File: config.mk
export PLATFORM = sky130hd
export DESIGN_NAME = cfgx_ctrl
export DESIGN_NICKNAME = d
export VERILOG_FILES = /design/src/rtl/cfgx_pkg.sv /design/src/rtl/cfgx_decode.sv /design/src/rtl/cfgx_osc_bank.sv /design/src/rtl/cfgx_volt_rom.sv /design/src/rtl/cfgx_ctrl.sv
export SDC_FILE = /design/constraint.sdc
export NUM_CORES = 1
export LEC_CHECK = 0
export BUFFER_PORTS_ARGS = -buffer_cell sky130_fd_sc_hd__buf_4
export CAP_MARGIN = 15
export CORE_MARGIN = 5
export CORE_UTILIZATION = 29
export DETAILED_ROUTE_END_ITERATION = 8
export PLACE_DENSITY = 0.42
export SLEW_MARGIN = 20
export SYNTH_ARGS = -nofsm -noshare
export SYNTH_HDL_FRONTEND = slang
export SYNTH_HIERARCHICAL = 1
export SYNTH_SLANG_ARGS = --single-unit
File: constraint.sdc
create_clock -name clk -period 3.4 [get_ports clk]
set_input_delay 0 -clock clk [delete_from_list [all_inputs] [get_ports clk]]
set_output_delay 0 -clock clk [all_outputs]
set_load 0.05 [all_outputs]
File: src/rtl/cfgx_pkg.sv
package cfgx_pkg;
  localparam int WORD_W  = 32;
  localparam int MB_OSC_N = 6;
  localparam logic [31:0] MB_VOLT_UV = 32'd3300000;

  // command word bit layout
  localparam int B_GO   = 31;
  localparam int B_WE   = 30;
  localparam int B_CC_L = 26;
  localparam int B_FN_L = 20;
  localparam int B_ST_L = 16;
  localparam int B_PS_L = 12;

  // command bits that are stored (launch and bits 19:18 are not)
  localparam logic [31:0] CMD_KEEP = 32'h7FF3_FFFF;

  typedef enum logic [1:0] {
    W_DATA = 2'd0,
    W_CMD  = 2'd1,
    W_STAT = 2'd2,
    W_NONE = 2'd3
  } word_sel_e;

  typedef enum logic [2:0] {
    T_NONE,
    T_OSC,
    T_VOLT,
    T_SHUT,
    T_BOOT,
    T_NOP
  } tgt_e;

  function automatic logic [31:0] mb_osc_reset(input int idx);
    case (idx)
      0:       return 32'd50000000;
      1:       return 32'd23750000;
      default: return 32'd24000000;
    endcase
  endfunction
endpackage

File: src/rtl/cfgx_decode.sv
module cfgx_decode
  import cfgx_pkg::*;
#(
  parameter int DB_OSC_N  = 2,
  parameter int DB_VOLT_N = 2,
  localparam int OSC_N = MB_OSC_N + DB_OSC_N,
  localparam int IDX_W = $clog2(OSC_N)
) (
  input  logic             we,
  input  logic [3:0]       ccode,
  input  logic [5:0]       fn,
  input  logic [1:0]       site,
  input  logic [3:0]       pos,
  input  logic [11:0]      dev,
  output tgt_e             tgt,
  output logic             ok,
  output logic [IDX_W-1:0] osc_idx,
  output logic             on_main
);
  localparam logic [11:0] MB_LIM = 12'(MB_OSC_N);
  localparam logic [11:0] DB_LIM = 12'(DB_OSC_N);
  localparam logic [11:0] DV_LIM = 12'(DB_VOLT_N);

  logic route_ok;
  logic main_d0;

  assign route_ok = (ccode == 4'd0) && (pos == 4'd0) && (site[1] == 1'b0);
  assign on_main  = (site == 2'd0);
  assign main_d0  = on_main && (dev == 12'd0);

  always_comb begin
    tgt     = T_NONE;
    osc_idx = '0;
    if (route_ok) begin
      case (fn)
        6'd1: begin
          if (on_main && dev < MB_LIM) begin
            tgt     = T_OSC;
            osc_idx = IDX_W'(dev);
          end else if (!on_main && dev < DB_LIM) begin
            tgt     = T_OSC;
            osc_idx = IDX_W'(dev) + IDX_W'(MB_OSC_N);
          end
        end
        6'd2: begin
          if (!we && (main_d0 || (!on_main && dev < DV_LIM))) tgt = T_VOLT;
        end
        6'd7, 6'd11: if (we && main_d0) tgt = T_NOP;
        6'd8:        if (we && main_d0) tgt = T_SHUT;
        6'd9:        if (we && main_d0) tgt = T_BOOT;
        default:     tgt = T_NONE;
      endcase
    end
  end

  assign ok = (tgt != T_NONE);
endmodule

File: src/rtl/cfgx_osc_bank.sv
module cfgx_osc_bank
  import cfgx_pkg::*;
#(
  parameter int DB_OSC_N = 2,
  parameter logic [DB_OSC_N*32-1:0] DB_OSC_RST = {DB_OSC_N{32'd25000000}},
  localparam int OSC_N = MB_OSC_N + DB_OSC_N,
  localparam int IDX_W = $clog2(OSC_N)
) (
  input  logic             clk,
  input  logic             rst_n,
  input  logic             wr_en,
  input  logic [IDX_W-1:0] idx,
  input  logic [31:0]      wr_val,
  output logic [31:0]      rd_val
);
  logic [31:0] ent [OSC_N];

  for (genvar i = 0; i < OSC_N; i++) begin : g_ent
    localparam logic [IDX_W-1:0] MY_IDX = IDX_W'(i);
    logic [31:0] rst_val;
    if (i < MB_OSC_N) begin : g_mb
      assign rst_val = mb_osc_reset(i);
    end else begin : g_db
      assign rst_val = DB_OSC_RST[(i-MB_OSC_N)*32 +: 32];
    end
    always_ff @(posedge clk or negedge rst_n) begin
      if (!rst_n)                       ent[i] <= rst_val;
      else if (wr_en && idx == MY_IDX)  ent[i] <= wr_val;
    end
  end

  always_comb begin
    rd_val = '0;
    for (int k = 0; k < OSC_N; k++) begin
      if (idx == IDX_W'(k)) rd_val = ent[k];
    end
  end
endmodule

File: src/rtl/cfgx_volt_rom.sv
module cfgx_volt_rom
  import cfgx_pkg::*;
#(
  parameter int DB_VOLT_N = 2,
  parameter logic [DB_VOLT_N*32-1:0] DB_VOLT_TBL = {DB_VOLT_N{32'd1000000}}
) (
  input  logic        on_main,
  input  logic [11:0] dev,
  output logic [31:0] uv
);
  always_comb begin
    uv = '0;
    if (on_main) begin
      uv = MB_VOLT_UV;
    end else begin
      for (int k = 0; k < DB_VOLT_N; k++) begin
        if (dev == 12'(k)) uv = DB_VOLT_TBL[k*32 +: 32];
      end
    end
  end
endmodule

File: src/rtl/cfgx_ctrl.sv
module cfgx_ctrl
  import cfgx_pkg::*;
#(
  parameter int DB_OSC_N  = 2,
  parameter int DB_VOLT_N = 2,
  parameter logic [DB_OSC_N*32-1:0]  DB_OSC_RST  = {32'd33333333, 32'd25000000},
  parameter logic [DB_VOLT_N*32-1:0] DB_VOLT_TBL = {32'd1200000, 32'd900000}
) (
  input  logic        clk,
  input  logic        rst_n,
  input  logic        req_valid,
  output logic        req_ready,
  input  logic        req_write,
  input  logic [1:0]  req_addr,
  input  logic [31:0] req_wdata,
  output logic        rsp_valid,
  input  logic        rsp_ready,
  output logic [31:0] rsp_data,
  output logic        shutdown_req,
  output logic        reboot_req
);
  localparam int OSC_N = MB_OSC_N + DB_OSC_N;
  localparam int IDX_W = $clog2(OSC_N);

  logic [31:0] data_q, cmd_q, rsp_q;
  logic [1:0]  stat_q;
  logic        pend_q, rspv_q, shut_q, boot_q;

  logic             accept, launch, ok;
  tgt_e             tgt;
  logic [IDX_W-1:0] osc_idx;
  logic             on_main;
  logic [31:0]      osc_rd, volt_rd, rd_mux;
  logic             osc_wr;
  word_sel_e        sel;

  assign req_ready = !pend_q && !rspv_q;
  assign accept    = req_valid && req_ready;
  assign sel       = word_sel_e'(req_addr);
  assign launch    = accept && req_write && sel == W_CMD && req_wdata[B_GO];

  cfgx_decode #(.DB_OSC_N(DB_OSC_N), .DB_VOLT_N(DB_VOLT_N)) u_dec (
    .we      (cmd_q[B_WE]),
    .ccode   (cmd_q[B_CC_L +: 4]),
    .fn      (cmd_q[B_FN_L +: 6]),
    .site    (cmd_q[B_ST_L +: 2]),
    .pos     (cmd_q[B_PS_L +: 4]),
    .dev     (cmd_q[11:0]),
    .tgt     (tgt),
    .ok      (ok),
    .osc_idx (osc_idx),
    .on_main (on_main)
  );

  assign osc_wr = pend_q && tgt == T_OSC && cmd_q[B_WE];

  cfgx_osc_bank #(.DB_OSC_N(DB_OSC_N), .DB_OSC_RST(DB_OSC_RST)) u_osc (
    .clk    (clk),
    .rst_n  (rst_n),
    .wr_en  (osc_wr),
    .idx    (osc_idx),
    .wr_val (data_q),
    .rd_val (osc_rd)
  );

  cfgx_volt_rom #(.DB_VOLT_N(DB_VOLT_N), .DB_VOLT_TBL(DB_VOLT_TBL)) u_volt (
    .on_main (on_main),
    .dev     (cmd_q[11:0]),
    .uv      (volt_rd)
  );

  // register file and transaction execution
  always_ff @(posedge clk or negedge rst_n) begin
    if (!rst_n) begin
      data_q <= '0;
      cmd_q  <= '0;
      stat_q <= '0;
      pend_q <= 1'b0;
      shut_q <= 1'b0;
      boot_q <= 1'b0;
    end else begin
      shut_q <= pend_q && tgt == T_SHUT;
      boot_q <= pend_q && tgt == T_BOOT;
      if (pend_q) begin
        pend_q <= 1'b0;
        stat_q <= {!ok, 1'b1};
        if (!cmd_q[B_WE] && tgt == T_OSC)  data_q <= osc_rd;
        if (!cmd_q[B_WE] && tgt == T_VOLT) data_q <= volt_rd;
      end else if (accept && req_write) begin
        case (sel)
          W_DATA: data_q <= req_wdata;
          W_CMD:  cmd_q  <= req_wdata & CMD_KEEP;
          W_STAT: stat_q <= req_wdata[1:0];
          default: ;
        endcase
        pend_q <= launch;
      end
    end
  end

  always_comb begin
    case (sel)
      W_DATA:  rd_mux = data_q;
      W_CMD:   rd_mux = cmd_q;
      W_STAT:  rd_mux = {30'd0, stat_q};
      default: rd_mux = '0;
    endcase
  end

  // read response channel
  always_ff @(posedge clk or negedge rst_n) begin
    if (!rst_n) begin
      rspv_q <= 1'b0;
      rsp_q  <= '0;
    end else if (accept && !req_write) begin
      rspv_q <= 1'b1;
      rsp_q  <= rd_mux;
    end else if (rspv_q && rsp_ready) begin
      rspv_q <= 1'b0;
    end
  end

  assign rsp_valid    = rspv_q;
  assign rsp_data     = rsp_q;
  assign shutdown_req = shut_q;
  assign reboot_req   = boot_q;
endmodule

==> results of run 1 <==
==> cells in the mapped netlist (all sizes together), types with 7 or more instances <==
cell,count
a32oi,39
clkbuf,31
dfstp,89
nand2,134
inv,7
nor3,10
mux2i,54
a22o,19
o21ai,26
dfrtp,266
buf,100
a21o,32
a311oi,32
o31ai,28
mux4,24
nor2,49
mux2,312
nor2b,24
==> cell usage in the layout, fill, tap and decap left out, types with 28 or more instances in the layout <==
| cell type | Yosys | final |
|---|---|---|
| a21o_1 | 32 | 32 |
| a311oi_1 | 32 | 30 |
| a32oi_1 | 38 | 38 |
| buf_4 | 47 | 122 |
| clkbuf_16 | 0 | 46 |
| dfrtp_1 | 266 | 265 |
| dfstp_2 | 89 | 89 |
| dlygate4sd3_1 | 0 | 35 |
| mux2_1 | 41 | 41 |
| mux2_2 | 271 | 271 |
| mux2i_1 | 54 | 54 |
| nand2_1 | 134 | 134 |
| nor2_1 | 49 | 48 |
| o31ai_1 | 28 | 28 |
==> report_power, final <==
part	switching (mW)	internal, mW	total [mW]
clock network	1.82	2.81	4.64
logic	0.825	0.495	1.32
registers	0.511	4.50	5.02
==> worst max-delay path: cells and delay by family, from the launching register on <==
family | cells | cell delay [ns]
flip-flops | 1 | 0.41
AND/OR/NAND/NOR | 8 | 1.75
multiplexers | 1 | 0.30
buffers and inverters | 3 | 0.66
==> sequential cells by signal (all words and copies together), names as in the netlist <==
name and count:
u_osc/ent 256, data_q 32, rsp_data 32, cmd_q 29, stat_q 2, pend_q 1, reboot_req 1, rsp_valid 1
shutdown_req 1
==> cell families after synthesis <==
kind of cell / after synthesis / synth area share [%]
and+or+nand+nor: 258 / 7.24
buffers and inverters: 138 / 4.75
other: 1 / 0.0218
xor gates and xnor gates: 5 / 0.254
muxes: 390 / 26.7
DFF: 355 / 52.3
AOI/OAI and AO/OA: 192 / 8.77
==> worst min-delay path by stage <==
stage,start,slack (ns),endpoint,depth (start not counted)
3_5_place_dp,rst_n,0.13,u_osc/ent[164],1
6_report,req_valid,0.05,stat_q[0],4
3_3_place_gp,rst_n,0.12,u_osc/ent[36],1
2_1_floorplan,rst_n,-0.30,cmd_q[0],0
4_1_cts,req_valid,0.02,stat_q[0],4
5_1_grt,req_valid,0.08,stat_q[0],4
==> cell type report <==
cell class / instances / area, um2
Antenna cell: 1 / 2.50
Clock buffer: 69 / 1330
Clock inverter: 9 / 101
Fill cell: 5801 / 38200
Inverter: 7 / 26.3
Multi-Input combinational cell: 862 / 7550
Sequential cell: 355 / 9000
Tap cell: 773 / 967
Timing Repair Buffer: 183 / 1770
==> metrics by stage <==
step           total power, mW  std cells  util, %  setup WS [ns]  TNS (ns)
2_1_floorplan             5.68       1354        -          0.140         0
6_report                  11.0       2259     35.2          0.139         0
3_3_place_gp              6.36       2142     32.0         0.0460         0
4_1_cts                   11.2       2255     35.0         0.0883         0
5_1_grt                   11.4       2258     35.2        -0.0173   -0.0173
3_5_place_dp              6.38       2142     32.0        0.00727         0
==> routing by layer <==
| layer | part of all wire [%] | GRT usage [%] | up-vias |
|---|---|---|---|
| met3 | 3.3 | 2.20 | 60 |
| met4 | 2.1 | 4.16 | 0 |
| met5 | 0 | 0 | - |
| li1 | - | - | 5099 |
| met1 | 48 | 22.5 | 5874 |
| met2 | 47 | 25.6 | 180 |
==> timing repair <==
action | 4_1_cts | 5_1_grt
hold buffers | 35 | 0
endpoints found under the hold margin | 181 | 0
setup buffers | 0 | 1
gates resized for setup | 1 | 9
endpoints found under the setup margin | 7 | 69
pin swaps | 1 | 2
gates cloned | 0 | 2
==> impl_metrics.py, run 1 <==
metrics = {
    "power": {
        "p_per_area_nw_per_um2": 529,
        "ir_drop_v": 0.000361,
        "power_leakage_nw": 9.29,
    },
    "routing": {
        "drtIter0Drc": 479,
        "routed_wl_um": 51200,
        "num_vias": 11213,
        "viasPerCell": 4.96,
        "dr.pass1.iters": 5,
        "drtAntennaViolNets": 0,
        "wl_per_cell_um": 22.7,
        "drc_errors": 0,
    },
    "setup_path": {
        "worstSetupPathType": "reg -> reg",
        "critPathMaxStageDelay_ns": 0.44,
        "crit_end": "u_osc/ent[143]",
        "path_cells": "nor4_2, nand3_1, buf_4, or4_4, nor2_1, nand2_1, nor3_2, buf_4, nand2b_4, or2_2, buf_4, mux2_2",
        "required_ns": 3.85,
        "reg2reg_to": "u_osc/ent[143]",
        "endpoint_kind": "flip-flop",
        "cp_common_cell": "buf_4",
        "rrSetupSlack_ns": 0.14,
        "start_kind": "flip-flop",
        "worstPathArrival_ns": 3.71,
        "crit_fanout": 11,
        "worstReg2RegStart": "cmd_q[29]",
        "r2r_cells": 12,
        "cp_slowest_cell": "or4_4",
        "cp-startpoint": "cmd_q[29]",
    },
    "place": {
        "dp.final_hpwl_um": 32800,
        "place_area_um2": 18900,
        "gp_congestion": 0.729,
        "io_buffers": 74,
    },
    "timing": {
        "finalSetupViolations": 0,
        "rsz0062_at_grt": "yes",
        "worstMarginPinSlew_ns": 0.932,
        "hold_viol_final": 0,
        "hold_ws_ns": 0.0481,
        "finalMaxSlewViolations": 0,
        "slew_headroom_pct": 37.9,
        "fmax_ghz": 0.307,
        "min_period_over_period_pct": 95.9,
        "fin_skew_ns": 0.0169,
        "finalCriticalPeriod_ns": 3.26,
    },
    "logic_synthesis": {
        "ys_warn_count": 6,
        "synth_area_leaders": "dfrtp_1, mux2_2, dfstp_2",
        "netlist.area_leader.share_pct": 38.7,
        "ys_types": 58,
        "syn_avg_cell_area_um2": 12.9,
        "synthCells": 1339,
        "ys_seq_area_share_pct": 52.3,
        "ys_seq_elements": 355,
        "syn-cell-area_um2": 17200,
        "synth_top_cell_by_area": "dfrtp_1",
        "async_flop_share_pct": 100,
        "synth_edf_count": 0,
        "ys.flop_type": "dfrtp_1",
    },
    "global_route": {
        "grt_use_total_pct": 15.8,
        "grt_max_degree": 96,
        "antenna_found_initial": 0,
        "grt_pass1_vias": 12008,
        "grt.overflow.total": 0,
        "grt_pass1_wl_um": 78100,
    },
    "floorplan": {
        "start_util_pct": 29.2,
        "rows": 89,
        "fp.coreArea_um2": 58900,
        "pin_count": 75,
        "die_y_um": 254,
        "dieWidth_um": 254,
        "dieArea_um2": 64300,
    },
    "clocking": {
        "clock_latency_ns": 0.56,
        "path_clk_slew_ns": 0.06,
        "clock_sinks": 355,
        "clockBufferDepth": 3,
        "cts_buffers": 42,
        "h-tree-depth": 2,
        "cts_tree": "built",
        "root_buffer": "clkbuf_16",
    },
    "layout": {
        "fin_nets": 1490,
        "flow.area_growth_from_synthesis_pct": 20.5,
        "drive_gt1_share_pct": 42.4,
        "design_area_um2": 20700,
    },
    "status": {
        "status": "completed",
    },
    "flow_run": {
        "drv_cap": 0,
    },
    "hold_path": {
        "hp-class": "in -> reg",
    },
}
(Power assumes the default switching activity.)
==> run 2: changes to the inputs <==
- RECOVER_POWER: default -> 25
==> run 2 against run 1 <==
Count of clock-buffer cells in the layout unchanged. Global-route usage unchanged. Sequential power barely moved. Largest cell class unchanged. Total power is 0.50% lower. Worst hold slack improved by 0.00060 ns. First-iteration DRC count is 10% higher. Die area unchanged. Sequential share of layout area grew 0.26 points. Register-to-register slack hardly changed. The flow now finishes with violations (max-capacitance violations, max-slew violations). Critical path depth stayed put.
==> impl_metrics.py, run 2 (synthesized netlist as in run 1, its figures left out) <==
metrics = {
    "global_route": {
        "grt_pass1_vias": 12008,
        "grt_max_degree": 96,
        "grt.overflow.total": 0,
        "met1_usage_pct": 22.5,
        "grtUsageMet2_pct": 25.6,
        "grt_pass1_wl_um": 78100,
        "use_met3_pct": 2.20,
        "antenna_found_initial": 0,
        "gr-max-usage-layer": "met2",
        "grt_use_total_pct": 15.8,
    },
    "clocking": {
        "cts_buffers": 42,
        "cts_tree": "built",
        "clock_sinks": 355,
        "clockBufferDepth": 3,
        "root_buffer": "clkbuf_16",
        "clock_latency_ns": 0.56,
        "h-tree-depth": 2,
        "path_clk_slew_ns": 0.06,
    },
    "setup_path": {
        "path_cells": "nor4_2, nand3_1, buf_4, or4_4, nor2_1, nand2_1, nor3_2, buf_4, nand2b_4, or2_2, buf_4, mux2_2",
        "path_delay_family": "simple AND/OR/NAND/NOR gates",
        "start_kind": "flip-flop",
        "endpoint_kind": "flip-flop",
        "crit_fanout": 11,
        "critPathBufInv": 3,
        "required_ns": 3.85,
        "worstPathArrival_ns": 3.70,
        "cp_common_cell": "buf_4",
        "worstSetupPathType": "reg -> reg",
        "cp_slowest_cell": "or4_4",
        "critPathMaxStageDelay_ns": 0.44,
    },
    "timing": {
        "fmax_ghz": 0.307,
        "fin_ws_ns": 0.141,
        "worstMarginPinSlew_ns": 2.75,
        "rsz0062_at_grt": "yes",
        "min_period_over_period_pct": 95.9,
        "finalCriticalPeriod_ns": 3.26,
        "fin_skew_ns": 0.0169,
        "hold_ws_ns": 0.0487,
        "slew_headroom_pct": -83.0,
        "hold_viol_final": 0,
        "finalSetupViolations": 0,
        "finalMaxSlewViolations": 93,
    },
    "power": {
        "p_per_area_nw_per_um2": 530,
        "swShare_pct": 29.0,
        "power_frac_comb_pct": 11.6,
        "clkPwrFrac_pct": 42.5,
        "p_seq_share_pct": 45.9,
        "intPower_mw": 7.76,
        "p_switching_mw": 3.16,
        "ir_drop_v": 0.000345,
        "power_leakage_nw": 9.16,
    },
    "layout": {
        "regMostFlops": "u_osc/ent",
        "final_common_cell": "mux2_2",
        "flow.area_growth_from_synthesis_pct": 19.8,
        "post-route-util_pct": 35.0,
        "drive_gt1_share_pct": 40.4,
        "fin_nets": 1490,
        "largest_reg_flops": 256,
        "layout_common_cells": "mux2_2, dfrtp_1, nand2_1",
    },
    "place": {
        "gp_congestion": 0.729,
        "dp.final_hpwl_um": 32800,
        "io_buffers": 74,
        "pre_cts_ws_ns": 0.00727,
    },
    "routing": {
        "drtAntennaViolNets": 0,
        "drc_errors": 0,
        "viasPerCell": 4.95,
        "routed_wl_um": 51200,
        "drtIter0Drc": 527,
        "dr.pass1.iters": 5,
        "wl_per_cell_um": 22.7,
        "num_vias": 11173,
    },
    "floorplan": {
        "start_util_pct": 29.2,
        "dieWidth_um": 254,
        "pin_count": 75,
        "dieArea_um2": 64300,
        "rows": 89,
        "fp.coreArea_um2": 58900,
        "die_y_um": 254,
    },
    "hold_path": {
        "hp-class": "in -> reg",
    },
    "status": {
        "violations": "max-capacitance violations, max-slew violations",
        "status": "finished with violations",
    },
    "flow_run": {
        "drv_cap": 1,
    },
}
[run 2: changes by cell type in the layout (fill, tap and decap cells not counted), sizes merged]
cell	previous run	this run
buf	147	116
clkbuf	70	101
[run 2: worst reg2reg max path, cell delays in order (launching register included)]
cell and delay (ns):
dfrtp_1 0.41, nor4_2 0.27, nand3_1 0.23, buf_4 0.21
or4_4 0.44, nor2_1 0.16, nand2_1 0.08, nor3_2 0.19
buf_4 0.23, nand2b_4 0.07, or2_2 0.32, buf_4 0.23
mux2_2 0.31
[run 2: power by group through the flow]
stage          sequential (mW)  clock (mW)  combinational, mW
3_3_place_gp              5.08           0               1.29
5_1_grt                   5.06        4.94               1.37
4_1_cts                   5.01        4.81               1.33
2_1_floorplan             5.14           0              0.538
3_5_place_dp              5.08           0               1.30
6_report                  5.01        4.64               1.26
[run 2: timing repair]
item                                   in CTS  in global routing
endpoints found under the hold margin     181                  0
gates resized for setup                     1                  9
hold buffers                               35                  0
setup endpoints to repair                   7                 69
gates cloned                                0                  2
buffers inserted                            0                  1
pin swaps                                   1                  2
[run 2: through the flow]
step	TNS [ns]	area [um2]	power [mW]	cells
after floorplan	0	17300	5.68	1354
after global placement	0	18900	6.36	2142
after detailed placement	0	18900	6.38	2142
after CTS	0	20600	11.2	2255
after global routing	-0.0173	20600	11.4	2258
final	0	20600	10.9	2259
[run 2: cell type report]
class | count | area [um2]
Antenna cell | 1 | 2.50
Clock buffer | 69 | 1330
Clock inverter | 9 | 101
Fill cell | 5830 | 38300
Inverter | 7 | 26.3
Multi-Input combinational cell | 862 | 7550
Sequential cell | 355 | 9000
Tap cell | 773 | 967
Timing Repair Buffer | 183 | 1650
[run 2: metal layers]
metal	routed length, um	part of all wire (%)	up-vias
met3	1610	3.1	60
li1	-	-	5096
met1	24600	48	5845
met5	0	0	-
met2	24000	47	172
met4	1050	2.1	0
[run 2: final timing paths]
path | startpoint | endpoint | slack (ns) | cells past startpoint
worst max-delay path | cmd_q[29] | u_osc/ent[143] | 0.14 | 12
worst min-delay path | req_valid | stat_q[0] | 0.05 | 4
worst max register to register | cmd_q[29] | u_osc/ent[143] | 0.14 | 12
worst min register to register | rsp_data[15] | rsp_data[15] | 0.48 | 2
max in group asynchronous | rst_n | pend_q | 0.73 | 2
min in group asynchronous | rst_n | u_osc/ent[36] | 0.86 | 2
==> run 3: changes to the inputs <==
- CTS_BUF_LIST: default -> sky130_fd_sc_hd__clkbuf_8
==> run 3 against run 2 <==
The flow still finishes with violations (max-capacitance violations, max-slew violations). Maximum frequency rose by 0.78%. Count of clock-buffer cells in the layout rose by 16. Sequential cell count did not move. Clock power fell by 13%.
==> impl_metrics.py, run 3 (synthesized netlist as in run 1, its figures left out) <==
metrics = {
    "layout": {
        "register_area_um2": 9000,
        "drive_gt1_share_pct": 42.6,
        "fillers": 5837,
        "largest_reg_flops": 256,
        "flow.area_growth_from_synthesis_pct": 19.8,
        "fin_nets": 1516,
        "final_common_cell": "mux2_2",
        "layout_common_cells": "mux2_2, dfrtp_1, nand2_1",
        "regMostFlops": "u_osc/ent",
        "multi_input_area_um2": 7550,
    },
    "clocking": {
        "path_clk_slew_ns": 0.06,
        "cts_setup_buffers": 0,
        "clockBufferDepth": 3,
        "clock_sinks": 355,
        "cts_buffers": 67,
        "root_buffer": "clkbuf_8",
        "h-tree-depth": 3,
        "cts_tree": "built",
        "clock_latency_ns": 0.62,
    },
    "global_route": {
        "grt_max_degree": 96,
        "grt_pass1_vias": 12295,
        "grt_pass1_wl_um": 78600,
        "grt.overflow.total": 0,
        "antenna_found_initial": 1,
        "grt_use_total_pct": 16.0,
    },
    "place": {
        "pre_cts_ws_ns": 0.00727,
        "gp_congestion": 0.729,
        "io_buffers": 74,
        "dp.final_hpwl_um": 32800,
    },
    "timing": {
        "worstMarginPinSlew_ns": 2.73,
        "finalMaxSlewViolations": 93,
        "finalSetupViolations": 0,
        "slew_headroom_pct": -81.9,
        "fin_skew_ns": 0.0192,
        "hold_viol_final": 0,
        "rsz0062_at_grt": "no",
        "fin_ws_ns": 0.166,
        "tns_ns": 0,
        "finalCriticalPeriod_ns": 3.23,
        "min_period_over_period_pct": 95.1,
        "fmax_ghz": 0.309,
    },
    "setup_path": {
        "required_ns": 3.89,
        "rrSetupSlack_ns": 0.17,
        "critPathMaxStageDelay_ns": 0.44,
        "reg2reg_to": "u_osc/ent[143]",
        "path_cells": "nor4_2, nand3_2, buf_4, or4_4, nor2_1, nand2_1, nor3_2, buf_4, nand2b_4, or2_2, buf_4, mux2_2",
        "cp_slowest_cell": "or4_4",
        "worstReg2RegStart": "cmd_q[29]",
        "start_kind": "flip-flop",
        "crit_fanout": 11,
        "worstPathArrival_ns": 3.72,
        "endpoint_kind": "flip-flop",
        "worstSetupPathType": "reg -> reg",
        "cp_common_cell": "buf_4",
        "r2r_cells": 12,
    },
    "hold_path": {
        "hold_start": "req_write",
        "hp-class": "in -> reg",
        "hold_path_end": "stat_q[0]",
        "hold_path_depth": 5,
    },
    "routing": {
        "viasPerCell": 4.90,
        "dr.pass1.iters": 4,
        "drc_errors": 0,
        "drtAntennaViolNets": 0,
        "num_vias": 11284,
        "wl_per_cell_um": 22.2,
        "routed_wl_um": 51200,
        "drtIter0Drc": 448,
    },
    "floorplan": {
        "dieArea_um2": 64300,
        "dieWidth_um": 254,
        "rows": 89,
        "start_util_pct": 29.2,
        "pin_count": 75,
        "die_y_um": 254,
        "fp.coreArea_um2": 58900,
    },
    "status": {
        "violations": "max-capacitance violations, max-slew violations",
        "status": "finished with violations",
    },
    "power": {
        "p_per_area_nw_per_um2": 504,
        "ir_drop_v": 0.000318,
        "power_leakage_nw": 9.38,
    },
    "flow_run": {
        "drv_cap": 1,
    },
}
[run 3: power by group]
group          switching [mW]  internal (mW)
logic                   0.829          0.497
clock network            1.81           2.23
registers               0.516           4.51
total                    3.16           7.24
[run 3: metrics by stage]
stage,instance area [um2],hold WS (ns),power [mW],util (%),std cells
global placement,18900,0.125,6.36,32.0,2142
global route,20600,0.0863,10.9,35.0,2303
detailed placement,18900,0.130,6.38,32.0,2142
floorplan,17300,-0.296,5.68,-,1354
finish,20600,0.0643,10.4,35.0,2303
CTS,20600,0.00974,10.6,34.9,2301
[run 3: metal layers]
metal / vias to the layer above / wire length [um] / GRT usage (%)
li1: 5156 / - / -
met3: 66 / 1870 / 2.71
met1: 5857 / 24200 / 22.1
met5: - / 0 / 0
met4: 0 / 1010 / 4.74
met2: 205 / 24100 / 26.0
[run 3: layout make-up]
cell class / count / share of cell area, %
inverter: 7 / 0.127
clock inverter: 36 / 0.692
timing repair buffer: 184 / 8.51
tap: 773 / 4.69
antenna: 1 / 0.0121
multi-input combinational: 862 / 36.6
clock buffer: 85 / 5.68
sequential: 355 / 43.6
[run 3: critical path: cells and delay by family, from the launching register on]
| kind | cells | cell delay (ns) |
|---|---|---|
| simple gates | 8 | 1.75 |
| flops | 1 | 0.40 |
| mux | 1 | 0.30 |
| buf+inv | 3 | 0.64 |
[run 3: timing repair]
item | 4_1_cts | 5_1_grt
gates resized for setup | 1 | 10
pin swaps | 1 | 2
gates cloned | 0 | 1
setup endpoints to repair | 7 | 71
hold buffers | 38 | 0
endpoints found under the hold margin | 200 | 0
[run 3: worst max path at each step]
stage	from	endpoint	cells after the start	slack, ns
after floorplan	cmd_q[9]	u_osc/ent[100]	11	0.14
after global placement	cmd_q[28]	u_osc/ent[157]	12	0.05
after detailed placement	cmd_q[29]	u_osc/ent[143]	12	0.007
after CTS	cmd_q[29]	data_q[24]	12	0.09
after global routing	cmd_q[29]	u_osc/ent[135]	12	0.01
final	cmd_q[29]	u_osc/ent[143]	12	0.17
